==> config.mk <==
export PLATFORM = sky130hd
export DESIGN_NAME = fbridge_phase_gen
export DESIGN_NICKNAME = d
export VERILOG_FILES = /design/src/rtl/fbg_pkg.sv /design/src/rtl/fbg_datapath.sv /design/src/rtl/fbg_ctrl.sv /design/src/rtl/fbg_leg.sv /design/src/rtl/fbridge_phase_gen.sv
export SDC_FILE = /design/constraint.sdc
export NUM_CORES = 1
export LEC_CHECK = 0
export BUFFER_PORTS_ARGS = -buffer_cell sky130_fd_sc_hd__buf_2
export CORE_MARGIN = 2
export CORE_UTILIZATION = 55
export CTS_BUF_LIST = sky130_fd_sc_hd__clkbuf_4
export DETAILED_ROUTE_END_ITERATION = 16
export PLACE_DENSITY = 0.74
export SYNTH_ARGS = -nofsm -noshare
export SYNTH_HDL_FRONTEND = slang
export SYNTH_SLANG_ARGS = --single-unit
==> constraint.sdc <==
create_clock -name clk -period 5.2 [get_ports clk]
set_input_delay 0.78 -clock clk [delete_from_list [all_inputs] [get_ports clk]]
set_output_delay 0.78 -clock clk [all_outputs]
set_load 0.05 [all_outputs]
==> src/rtl/fbg_pkg.sv <==
package fbg_pkg;

  // Strobes from the sequencing control to the period datapath.
  typedef struct packed {
    logic start;  // begin a new period: zero counter, capture words
    logic clear;  // bridge disabled: hold counter at zero
  } fbgStrobe_t;

endpackage

==> src/rtl/fbg_datapath.sv <==
module fbg_datapath
  import fbg_pkg::*;
#(
  parameter int CNT_W   = 10,
  parameter int PER_MIN = 8
) (
  input  logic             clk,
  input  logic             rstN,
  input  fbgStrobe_t       strb,
  input  logic [CNT_W-1:0] periodIn,
  input  logic [CNT_W-1:0] phaseIn,
  output logic             lastTick,
  output logic             wantA,
  output logic             wantB
);

  localparam logic [CNT_W-1:0] PMIN  = CNT_W'(PER_MIN);
  localparam logic [CNT_W-1:0] HMIN  = CNT_W'(PER_MIN / 2);

  logic [CNT_W-1:0] cnt;
  logic [CNT_W-1:0] perReg;
  logic [CNT_W-1:0] halfReg;
  logic [CNT_W-1:0] phReg;

  logic [CNT_W-1:0] perEff;
  logic [CNT_W-1:0] halfEff;
  logic [CNT_W-1:0] phEff;
  logic [CNT_W:0]   posB;

  // Words that will be captured if a period starts this cycle.
  always_comb begin
    perEff  = (periodIn < PMIN) ? PMIN : periodIn;
    halfEff = perEff >> 1;
    phEff   = (phaseIn > halfEff) ? halfEff : phaseIn;
  end

  always_ff @(posedge clk) begin
    if (!rstN) begin
      cnt     <= '0;
      perReg  <= PMIN;
      halfReg <= HMIN;
      phReg   <= '0;
    end else if (strb.clear) begin
      cnt     <= '0;
    end else if (strb.start) begin
      cnt     <= '0;
      perReg  <= perEff;
      halfReg <= halfEff;
      phReg   <= phEff;
    end else begin
      cnt     <= cnt + 1'b1;
    end
  end

  // Position of half B inside its own (delayed) period.
  always_comb begin
    if (cnt >= phReg) begin
      posB = {1'b0, cnt} - {1'b0, phReg};
    end else begin
      posB = {1'b0, cnt} + {1'b0, perReg} - {1'b0, phReg};
    end
  end

  assign lastTick = (cnt == perReg - 1'b1);
  assign wantA    = (cnt < halfReg);
  assign wantB    = (posB < {1'b0, halfReg});


  cnt_range_chk: assert property (@(posedge clk) disable iff (!rstN)
    cnt < perReg);


  phase_clamp_chk: assert property (@(posedge clk) disable iff (!rstN)
    phReg <= (perReg >> 1));


  per_floor_chk: assert property (@(posedge clk) disable iff (!rstN)
    perReg >= PMIN);


  word_hold_chk: assert property (@(posedge clk) disable iff (!rstN)
    !strb.start |=> $stable(perReg) && $stable(phReg));

endmodule

==> src/rtl/fbg_ctrl.sv <==
module fbg_ctrl
  import fbg_pkg::*;
(
  input  logic       clk,
  input  logic       rstN,
  input  logic       runEn,
  input  logic       syncIn,
  input  logic       lastTick,
  output fbgStrobe_t strb,
  output logic       legActive
);

  logic running;

  always_ff @(posedge clk) begin
    if (!rstN) begin
      running <= 1'b0;
    end else begin
      running <= runEn;
    end
  end

  always_comb begin
    strb.clear = !runEn;
    strb.start = runEn && (!running || syncIn || lastTick);
    legActive  = runEn && running;
  end


  restart_after_enable_chk: assert property (@(posedge clk) disable iff (!rstN)
    (runEn && !running) |=> running);

endmodule

==> src/rtl/fbg_leg.sv <==
module fbg_leg #(
  parameter int DT_LV = 2,
  parameter int DT_HV = 4
) (
  input  logic clk,
  input  logic rstN,
  input  logic active,
  input  logic hvMode,
  input  logic want,
  output logic gateHi,
  output logic gateLo
);

  localparam int DT_MAX = (DT_HV > DT_LV) ? DT_HV : DT_LV;
  localparam int RUN_W  = $clog2(DT_MAX + 1);
  localparam logic [RUN_W-1:0] RUN_SAT = RUN_W'(DT_MAX);

  logic             prevW;
  logic             prevAct;
  logic [RUN_W-1:0] runLen;
  logic [RUN_W-1:0] runNext;
  logic [RUN_W-1:0] dtNow;
  logic             settled;

  always_comb begin
    dtNow = hvMode ? RUN_W'(DT_HV) : RUN_W'(DT_LV);
    if (prevAct && (want == prevW)) begin
      runNext = (runLen == RUN_SAT) ? runLen : runLen + 1'b1;
    end else begin
      runNext = '0;
    end
    settled = (runNext >= dtNow);
  end

  always_ff @(posedge clk) begin
    if (!rstN) begin
      prevW   <= 1'b0;
      prevAct <= 1'b0;
      runLen  <= '0;
      gateHi  <= 1'b0;
      gateLo  <= 1'b0;
    end else if (!active) begin
      prevW   <= 1'b0;
      prevAct <= 1'b0;
      runLen  <= '0;
      gateHi  <= 1'b0;
      gateLo  <= 1'b0;
    end else begin
      prevW   <= want;
      prevAct <= 1'b1;
      runLen  <= runNext;
      gateHi  <= want && settled;
      gateLo  <= !want && settled;
    end
  end


  no_shoot_chk: assert property (@(posedge clk) disable iff (!rstN)
    !(gateHi && gateLo));


  hi_gap_chk: assert property (@(posedge clk) disable iff (!rstN)
    gateHi |=> !gateLo);


  lo_gap_chk: assert property (@(posedge clk) disable iff (!rstN)
    gateLo |=> !gateHi);

endmodule

==> src/rtl/fbridge_phase_gen.sv <==
module fbridge_phase_gen
  import fbg_pkg::*;
#(
  parameter int CNT_W   = 10,
  parameter int PER_MIN = 8,
  parameter int DT_LV   = 2,
  parameter int DT_HV   = 4
) (
  input  logic             clk,
  input  logic             rstN,
  input  logic             runEn,
  input  logic             hvMode,
  input  logic             syncIn,
  input  logic [CNT_W-1:0] periodIn,
  input  logic [CNT_W-1:0] phaseIn,
  output logic             gateHiA,
  output logic             gateLoA,
  output logic             gateHiB,
  output logic             gateLoB
);

  localparam int N_HALF = 2;

  fbgStrobe_t        strb;
  logic              lastTick;
  logic              legActive;
  logic [N_HALF-1:0] want;
  logic [N_HALF-1:0] gHi;
  logic [N_HALF-1:0] gLo;

  fbg_ctrl u_ctrl (
    .clk       (clk),
    .rstN      (rstN),
    .runEn     (runEn),
    .syncIn    (syncIn),
    .lastTick  (lastTick),
    .strb      (strb),
    .legActive (legActive)
  );

  fbg_datapath #(
    .CNT_W   (CNT_W),
    .PER_MIN (PER_MIN)
  ) u_dp (
    .clk      (clk),
    .rstN     (rstN),
    .strb     (strb),
    .periodIn (periodIn),
    .phaseIn  (phaseIn),
    .lastTick (lastTick),
    .wantA    (want[0]),
    .wantB    (want[1])
  );

  for (genvar h = 0; h < N_HALF; h++) begin : g_half
    fbg_leg #(
      .DT_LV (DT_LV),
      .DT_HV (DT_HV)
    ) u_leg (
      .clk    (clk),
      .rstN   (rstN),
      .active (legActive),
      .hvMode (hvMode),
      .want   (want[h]),
      .gateHi (gHi[h]),
      .gateLo (gLo[h])
    );
  end

  assign gateHiA = gHi[0];
  assign gateLoA = gLo[0];
  assign gateHiB = gHi[1];
  assign gateLoB = gLo[1];


  disable_off_chk: assert property (@(posedge clk) disable iff (!rstN)
    !runEn |=> !(gateHiA || gateLoA || gateHiB || gateLoB));

endmodule

==> results of run 1 <==
==> stage by stage <==
stage               total power, mW   util
detailed placement            0.765  0.597
finish                        0.998  0.612
global placement              0.752  0.597
CTS                           0.989  0.609
global route                   1.06  0.612
floorplan                     0.674      -
==> power by group through the flow <==
stage / Sequential (mW) / Clock [mW] / Combinational [mW]
floorplan: 0.368 / 0 / 0.306
global placement: 0.371 / 0 / 0.381
detailed placement: 0.371 / 0 / 0.394
CTS: 0.364 / 0.228 / 0.397
global route: 0.366 / 0.242 / 0.455
finish: 0.365 / 0.229 / 0.404
==> Yosys cell counts (11+ instances only) <==
cell       n  area, sq um
nor2_1    32          120
fa_1      11          220
inv_1     71          267
nand2_1   25         93.8
o21ai_0   16         80.1
nor2b_1   11         68.8
o31ai_1   11         82.6
dfxtp_1   44          881
nand3_1   27          135
xor2_1    11         96.3
a211oi_1  15          113
ha_1      55          688
a21oi_1   25          125
xnor2_1   29          254
==> kinds of logic after synthesis <==
family,after synthesis,synth area share
muxes,7,0.0174
adders and majority gates,66,0.222
AOI/OAI and AO/OA,100,0.169
xor gates and xnor gates,40,0.0856
buffers and inverters,82,0.0792
DFF,44,0.215
and+or+nand+nor,158,0.212
==> path summary, 6_finish.rpt <==
kind                             to  slack [ns]  cells past startpoint
min reg2reg             u_dp.cnt[0]        0.50                      1
max          g_half[1].u_leg.gateHi        0.43                     22
max reg2reg  g_half[1].u_leg.gateHi        0.43                     22
min                     u_dp.cnt[0]        0.50                      1
==> registers in the layout, summed over array words and instances (netlist names) <==
| register | flops |
|---|---|
| u_dp.phReg | 10 |
| g_half.u_leg.gateHi | 2 |
| u_dp.cnt | 10 |
| g_half.u_leg.prevW | 2 |
| u_dp.perReg | 10 |
| g_half.u_leg.gateLo | 2 |
| u_ctrl.running | 1 |
| g_half.u_leg.prevAct | 1 |
| g_half.u_leg.runLen | 6 |
==> layer usage <==
metal	track usage	vias to the layer above
met2	0.400	86
met1	0.297	1664
li1	-	1805
met3	0.0200	12
met5	0	-
met4	0.0744	0
==> area by class of cell <==
class                      count  area [sq um]  area share
clock buffer                   5          37.5     0.00850
clock inverter                 3          46.3      0.0105
sequential                    44           892       0.202
multi-input combinational    371          2900       0.656
tap                           99           124      0.0281
inverter                      72           270      0.0612
timing repair buffer          29           148      0.0334
==> impl_metrics.json, run 1 <==
{
  "wire_per_inst_microns": 14.7,
  "clock_skew_ns": 0.00971,
  "setup_slack_ns": 0.429,
  "fin_tns_setup_ns": 0,
  "whs_ns": 0.502,
  "synth_nets": 588,
  "synth_edf_count": 0,
  "vdd_ir_drop_max_uv": 139,
  "clockPowerShare": 0.229,
  "io_pins": 29,
  "synth_cell_types": 61,
  "cts_resized": 0,
  "crit_buf_inv": 2,
  "switching_share": 0.368,
  "slew_viol_final": 0,
  "route.met3.wl_microns": 364,
  "fill_cells": 657,
  "finalHoldViolations": 0,
  "tightest_slew_ns": 1.17,
  "ys_seq_area_frac": 0.215,
  "placed_area_sq_mm": 0.00431,
  "fin_crit_ns": 4.77,
  "cts_sinks": 44,
  "clk_pin_slew_ns": 0.14,
  "die-height_microns": 90.3,
  "setup_violations": 0,
  "port_buffers": 28,
  "antenna_cells": 0,
  "drc_errors": 0,
  "cpLargestDelayFamily": "simple AND/OR/NAND/NOR gates",
  "grt_antenna_before_repair": 0,
  "fin_area_sq_mm": 0.00442,
  "status": "finished clean",
  "synth_ff_type": "dfxtp_1",
  "relSlewSlack": 0.218,
  "start_util": 0.567,
  "holdBufCountCts": 0,
  "p_int_mw": 0.631,
  "die_w_microns": 90.3,
  "clk_latency_ns": 0.38,
  "period_share": 0.918,
  "drv_cap": 0,
  "top_layer": "met4",
  "cp.required_ns": 5.47,
  "core_sq_mm": 0.00721,
  "num_rows": 31,
  "cts_root_buf": "clkbuf_4",
  "end_kind": "register",
  "place_congestion": 0.864,
  "vias": 3567,
  "cts_buffer_depth": 2,
  "layout-drive-gt1-share": 0.111,
  "p_comb_frac": 0.405,
  "p_per_area_mw_per_mm2": 226,
  "grt-ovfl-total": 0,
  "startpoint": "u_dp.cnt[4]",
  "hold_start": "u_dp.cnt[0]",
  "final_nets": 614,
  "die-area_sq_mm": 0.00815,
  "rr_startpoint": "u_dp.cnt[4]",
  "wl_met2_microns": 4370,
  "final_common_cell": "inv_1",
  "grt_pass1_wl_microns": 15300,
  "rsz0062_at_grt": "false",
  "syn_inst": 497,
  "synth_warnings": 0,
  "drt-total-wl_microns": 9190,
  "antenna_left": 0,
  "drtPass1Iterations": 4,
  "async_reset_ff_frac": 0,
  "hold_class": "reg -> reg",
  "slowest_stage": "fa_1",
  "drt_iter0_markers": 188,
  "crit_arrival_ns": 5.04,
  "clock.fmax_mhz": 210,
  "wl_met1_microns": 4240,
  "start_kind": "register",
  "numCtsBuffers": 5,
  "synth.ff_latch_count": 44,
  "grt_pass1_vias": 3402,
  "cts_htree_levels": 2,
  "dpl_worst_slack_ns": 0.326,
  "grt_max_degree": 38,
  "dp.final_hpwl_microns": 7570,
  "syn_area_sq_mm": 0.00409,
  "critical_path_class": "reg -> reg",
  "cp_common_cell": "ha_1",
  "post_cts_buffers": 0,
  "placedCellCount": 615,
  "synth.avg_cell_area_sq_um": 8.23,
  "worstPathCellList": "inv_1 > fa_1 > inv_1 > ha_1 > or3_1 > o2111a_1 > nor2_1 > xnor2_1 > nor2_1 > a21oi_1 > ha_1 > a2111oi_1 > nand2_1 > o31ai_2 > o211a_1 > a21oi_1 > nor4bb_1 > ha_1 > nand2b_1 > nand3b_1 > nor3_1 > nor4_1",
  "gr-usage-all-layers": 0.228,
  "slowest_delay_ns": 0.51,
  "power_leakage_nw": 1.92,
  "path_max_fanout": 6,
  "seqPwrFrac": 0.365,
  "cts_tree": "yes",
  "p_sw_mw": 0.367,
  "viasPerCell": 5.73,
  "stdcell_count": 623,
  "final_cell_mix": "inv_1 (71), ha_1 (55), dfxtp_1 (35)",
  "syn_to_final_growth_pct": 7.92
}
Power figures use the tool's default switching activity.
==> inputs of run 2 (changes only) <==
SYNTH_HIERARCHICAL = 1   (was not set)
==> run 2 against run 1 <==
Net effect:
- via count is 1.9% lower
- first-iteration DRC count is 3.2% lower
- global-route usage is 0.39 points higher
- clock-buffer cell count is 1 higher
- sequential power hardly changed
- clock power is 3% lower
- non-clock buffer count is 11 higher
- clock skew is 0.012 ns higher
- routed wire length hardly changed
- synthesized cell count is 1.0% higher
- critical path type unchanged
- largest cell class unchanged
==> impl_metrics.json, run 2 <==
{
  "netlist.area_leader.share": 0.222,
  "drv_cap": 0,
  "grt-ovfl-total": 0,
  "synth_area_leaders": "dfxtp_1 (22%), ha_1 (17%), xnor2_1 (6.7%)",
  "crit_buf_inv": 2,
  "crit_end": "g_half[1].u_leg/gateLo",
  "setup_violations": 0,
  "antenna_left": 0,
  "start_util": 0.562,
  "ff2ff_setup_slack_ns": 0.20,
  "io_pins": 29,
  "wire_per_inst_microns": 14.4,
  "end_kind": "register",
  "clock.fmax_mhz": 200,
  "critical_path_class": "reg -> reg",
  "clk_pin_slew_ns": 0.15,
  "fin_tns_setup_ns": 0,
  "power_mw": 1.00,
  "start_kind": "register",
  "dpl_worst_slack_ns": -0.0793,
  "synth_nets": 594,
  "grt_antenna_before_repair": 0,
  "final_nets": 631,
  "cts_sinks": 45,
  "synth_edf_count": 0,
  "holdBufCountCts": 0,
  "syn_inst": 502,
  "drt-total-wl_microns": 9190,
  "power_leakage_nw": 2.01,
  "tightest_slew_ns": 1.08,
  "clk_latency_ns": 0.37,
  "path_max_fanout": 3,
  "place_congestion": 0.939,
  "grt_max_degree": 29,
  "vdd_ir_drop_max_uv": 165,
  "rr_startpoint": "u_dp/cnt[1]",
  "drc_errors": 0,
  "final_util": 0.624,
  "finalHoldViolations": 0,
  "slowest_delay_ns": 0.53,
  "grt_pass1_vias": 3404,
  "synth_warnings": 6,
  "cpLargestDelayFamily": "compound AO/OA/AOI/OAI gates",
  "synth_cell_types": 56,
  "drt_iter0_markers": 182,
  "seqCellArea_sq_um": 908,
  "status": "finished clean",
  "ys_top_cells_by_count": "inv_1 (69), ha_1 (56), nand2_1 (47), dfxtp_1 (45), nor2_1 (36)",
  "die-area_sq_mm": 0.00808,
  "cts_tree": "yes",
  "fin_crit_ns": 5.00,
  "grt_pass1_wl_microns": 15500,
  "ys_seq_area_frac": 0.222,
  "core_sq_mm": 0.00721,
  "setup_slack_ns": 0.204,
  "drtPass1Iterations": 4,
  "period_share": 0.961,
  "relSlewSlack": 0.279,
  "port_buffers": 28,
  "slew_viol_final": 0,
  "synth.avg_cell_area_sq_um": 8.08,
  "numCtsBuffers": 5,
  "cp.required_ns": 5.51,
  "placedCellCount": 628,
  "stdcell_count": 639,
  "final_cell_mix": "inv_1 (69), ha_1 (56), nand2_1 (47)",
  "worstRegToRegCells": 25,
  "startpoint": "u_dp/cnt[1]",
  "crit_arrival_ns": 5.30,
  "num_rows": 31,
  "syn_area_sq_mm": 0.00406,
  "dp.final_hpwl_microns": 7550,
  "top_regs": "u_dp/cnt (10), u_dp/perReg (10), u_dp/phReg (10)",
  "clock_skew_ns": 0.0215,
  "layout-drive-gt1-share": 0.143,
  "slowest_stage": "fa_1",
  "yosys.area.top_type": "dfxtp_1",
  "hold_class": "reg -> reg",
  "cp.depth": 25,
  "multi_input_area_sq_mm": 0.00289,
  "antenna_cells": 0,
  "die_w_microns": 89.9,
  "vias": 3500,
  "viasPerCell": 5.48,
  "p_per_area_mw_per_mm2": 223,
  "synth_ff_type": "dfxtp_1",
  "final_common_cell": "inv_1",
  "fill_cells": 651,
  "yosysMostFrequentCell": "inv_1",
  "r2r-end": "g_half[1].u_leg/gateLo",
  "cts_buffer_depth": 2,
  "gr-usage-all-layers": 0.232,
  "synth.ff_latch_count": 45,
  "die-height_microns": 89.9,
  "async_reset_ff_frac": 0,
  "syn_to_final_growth_pct": 10.9,
  "cts_htree_levels": 2,
  "cts_root_buf": "clkbuf_4"
}
==> run 2: changes by cell type after synthesis, sizes merged, moves of 8 or more <==
cell	delta
a211oi	-8
a21boi	+10
nand2	+22
nand3	-14
o21ai	+12
o31ai	-10
==> run 2: stage by stage <==
step / hold slack, ns / cell area (sq um)
floorplan: 0.457 / 4060
global placement: 0.470 / 4350
detailed placement: 0.492 / 4350
CTS: 0.511 / 4440
global route: 0.534 / 4500
finish: 0.511 / 4500
==> run 2: worst min-delay path by stage <==
stage | start | end | cells after the start
2_1_floorplan | u_dp/perReg[7] | u_dp/perReg[7] | 2
3_3_place_gp | u_dp/perReg[7] | u_dp/perReg[7] | 2
3_5_place_dp | u_dp/perReg[7] | u_dp/perReg[7] | 2
4_1_cts | u_dp/perReg[7] | u_dp/perReg[7] | 2
5_1_grt | u_dp/perReg[7] | u_dp/perReg[7] | 2
6_report | u_dp/perReg[7] | u_dp/perReg[7] | 2
==> run 2: report_power, final <==
group          total [mW]  internal [mW]  switching, mW  leakage, nW
Sequential          0.368          0.356         0.0118        0.368
Combinational       0.415          0.188          0.227         1.59
Clock               0.222          0.108          0.114       0.0459
Total                1.00          0.651          0.353         2.01
==> run 2: cell families (layout without fill, tap and decap cells) <==
group / Yosys count / after routing / synth area share
muxes: 11 / 11 / 0.0278
buffers and inverters: 79 / 117 / 0.0734
xor gates and xnor gates: 38 / 38 / 0.0820
DFF: 45 / 45 / 0.222
adders and majority gates: 67 / 67 / 0.227
AOI/OAI and AO/OA: 117 / 117 / 0.196
and+or+nand+nor: 145 / 145 / 0.171
==> run 2: cell type report <==
| cell class | instances | share of cell area |
|---|---|---|
| Clock buffer | 6 | 0.0100 |
| Inverter | 69 | 0.0576 |
| Timing Repair Buffer | 40 | 0.0512 |
| Clock inverter | 2 | 0.00862 |
| Multi-Input combinational cell | 378 | 0.643 |
| Tap cell | 99 | 0.0275 |
| Sequential cell | 45 | 0.202 |
==> run 2: repair_timing <==
item,in CTS,in global routing
pin swaps,0,4
endpoints found under the setup margin,2,2
resized for setup,2,14
buffers inserted,0,3
==> run 2: worst register-to-register path, cell delays in order, from the launching register on <==
cell and delay (ns):
dfxtp_2 0.35, inv_1 0.05, fa_1 0.53, inv_1 0.07, fa_2 0.39, a211oi_2 0.31
nor2_2 0.08, o21a_1 0.18, nor2_2 0.09, xor2_1 0.16, o21ai_1 0.08, ha_1 0.30
nand4_1 0.12, nor2_1 0.07, nor2_1 0.11, a21boi_1 0.09, o21a_1 0.19, a311oi_2 0.27
o2111a_2 0.30, xnor2_2 0.14, nand2_1 0.09, or2_2 0.29, ha_1 0.27, nand2_1 0.04
a41o_1 0.22, a211oi_2 0.17
==> run 2: per-layer routing <==
metal	vias to the layer above	GRT usage	wire length, microns
li1	1793	-	-
met1	1611	0.303	4300
met2	78	0.400	4350
met3	18	0.0243	322
met4	0	0.0846	213
met5	-	0	0
==> inputs of run 3 (changes only) <==
CTS_BUF_LIST = sky130_fd_sc_hd__clkbuf_2   (was sky130_fd_sc_hd__clkbuf_4)
==> run 3 against run 2 <==
Net effect:
- design area down 0.28%
- clock-buffer cell count unchanged
- routed wire length about the same
- combinational power about the same
- non-clock buffer count unchanged
- hold slack better by 0.0047 ns
==> impl_metrics.json, run 3 (synthesized netlist as in run 2, its figures left out) <==
{
  "status": "finished clean",
  "power_leakage_nw": 2.01,
  "slowest_delay_ns": 0.53,
  "start_util": 0.562,
  "cts_root_buf": "clkbuf_2",
  "clk_pin_slew_ns": 0.25,
  "drc_errors": 0,
  "clock.fmax_mhz": 200,
  "vdd_ir_drop_max_uv": 155,
  "io_pins": 29,
  "drv_cap": 0,
  "numCtsBuffers": 5,
  "final_cell_mix": "inv_1 (69), ha_1 (56), nand2_1 (47)",
  "top_regs": "u_dp/cnt (10), u_dp/perReg (10), u_dp/phReg (10)",
  "dpl_worst_slack_ns": -0.0793,
  "crit_buf_inv": 2,
  "clock_skew_ns": 0.0317,
  "final_util": 0.622,
  "grt_pass1_wl_microns": 15500,
  "start_kind": "register",
  "cts_htree_levels": 2,
  "cp.required_ns": 5.58,
  "grt-ovfl-total": 0,
  "critical_path_class": "reg -> reg",
  "vias": 3494,
  "setup_slack_ns": 0.197,
  "finalHoldViolations": 0,
  "die_w_microns": 89.9,
  "die-area_sq_mm": 0.00808,
  "fill_cells": 655,
  "grt_antenna_before_repair": 0,
  "wire_per_inst_microns": 14.4,
  "setup_violations": 0,
  "crit_arrival_ns": 5.38,
  "port_buffers": 28,
  "clk_latency_ns": 0.43,
  "dp.final_hpwl_microns": 7550,
  "p_per_area_mw_per_mm2": 219,
  "drt_iter0_markers": 203,
  "final_nets": 631,
  "num_rows": 31,
  "cts_sinks": 45,
  "final_common_cell": "inv_1",
  "cts_buffer_depth": 2,
  "relSlewSlack": 0.284,
  "cts_tree": "yes",
  "core_sq_mm": 0.00721,
  "drtPass1Iterations": 4,
  "slowest_stage": "fa_1",
  "syn_to_final_growth_pct": 10.6,
  "antenna_cells": 0,
  "fin_crit_ns": 5.00,
  "place_congestion": 0.939,
  "viasPerCell": 5.47,
  "end_kind": "register",
  "cpLargestDelayFamily": "compound AO/OA/AOI/OAI gates",
  "antenna_left": 0,
  "path_max_fanout": 3,
  "grt_pass1_vias": 3404,
  "die-height_microns": 89.9,
  "drt-total-wl_microns": 9180,
  "hold_class": "reg -> reg",
  "period_share": 0.962,
  "tightest_slew_ns": 1.07,
  "power_mw": 0.983,
  "gr-usage-all-layers": 0.232,
  "layout-drive-gt1-share": 0.146,
  "grt_max_degree": 29,
  "slew_viol_final": 0
}
-- run 3: cell counts in the layout (fill, tap and decap cells not counted) --
No cell type changed its count.
-- run 3: report_power, final --
group          internal (mW)  total, mW  switching, mW
logic                  0.188      0.416          0.227
clock network         0.0843      0.199          0.114
registers              0.357      0.368         0.0118
total                  0.629      0.983          0.353
-- run 3: layout make-up --
type | count | area, sq um | area share
well taps | 99 | 124 | 0.0276
inverters | 69 | 259 | 0.0577
clock buffers | 6 | 30.0 | 0.00669
flip-flops and latches | 45 | 911 | 0.203
multi-input cells | 378 | 2890 | 0.645
clock inverters | 2 | 38.8 | 0.00864
repair buffers | 40 | 230 | 0.0513
-- run 3: repair_timing --
| action | 4_1_cts | 5_1_grt |
|---|---|---|
| setup endpoints to repair | 2 | 2 |
| gates cloned | 0 | 0 |
| pin swaps | 0 | 4 |
| buffers inserted | 0 | 3 |
| hold buffers | 0 | 0 |
| gates resized for setup | 2 | 16 |
-- run 3: layer usage --
metal,global-route usage,wire (microns),vias to the layer above,share of wire
met3,0.0243,386,18,0.042
met1,0.303,4240,1598,0.46
met5,0,0,-,0
li1,-,-,1798,-
met2,0.400,4340,80,0.47
met4,0.0846,214,0,0.023
-- run 3: per-stage QoR --
step	area [sq um]	setup TNS (ns)	hold WS [ns]	std cells
after detailed placement	4350	-0.135	0.492	628
after global placement	4350	0	0.470	628
after CTS	4420	0	0.518	636
after global routing	4490	-0.0298	0.541	639
after floorplan	4060	0	0.457	502
final	4490	0	0.516	639
-- run 3: final timing paths --
kind	startpoint	end	slack, ns	depth (start not counted)
min	u_dp/perReg[9]	u_dp/perReg[9]	0.52	2
max reg2reg	u_dp/cnt[1]	g_half[1].u_leg/gateLo	0.20	25
max	u_dp/cnt[1]	g_half[1].u_leg/gateLo	0.20	25
min reg2reg	u_dp/perReg[9]	u_dp/perReg[9]	0.52	2
-- run 3: worst min-delay path, stage by stage, from the launching register on --
cell and delay, ns:
dfxtp_1 0.38, nand2_1 0.06, a21boi_0 0.06
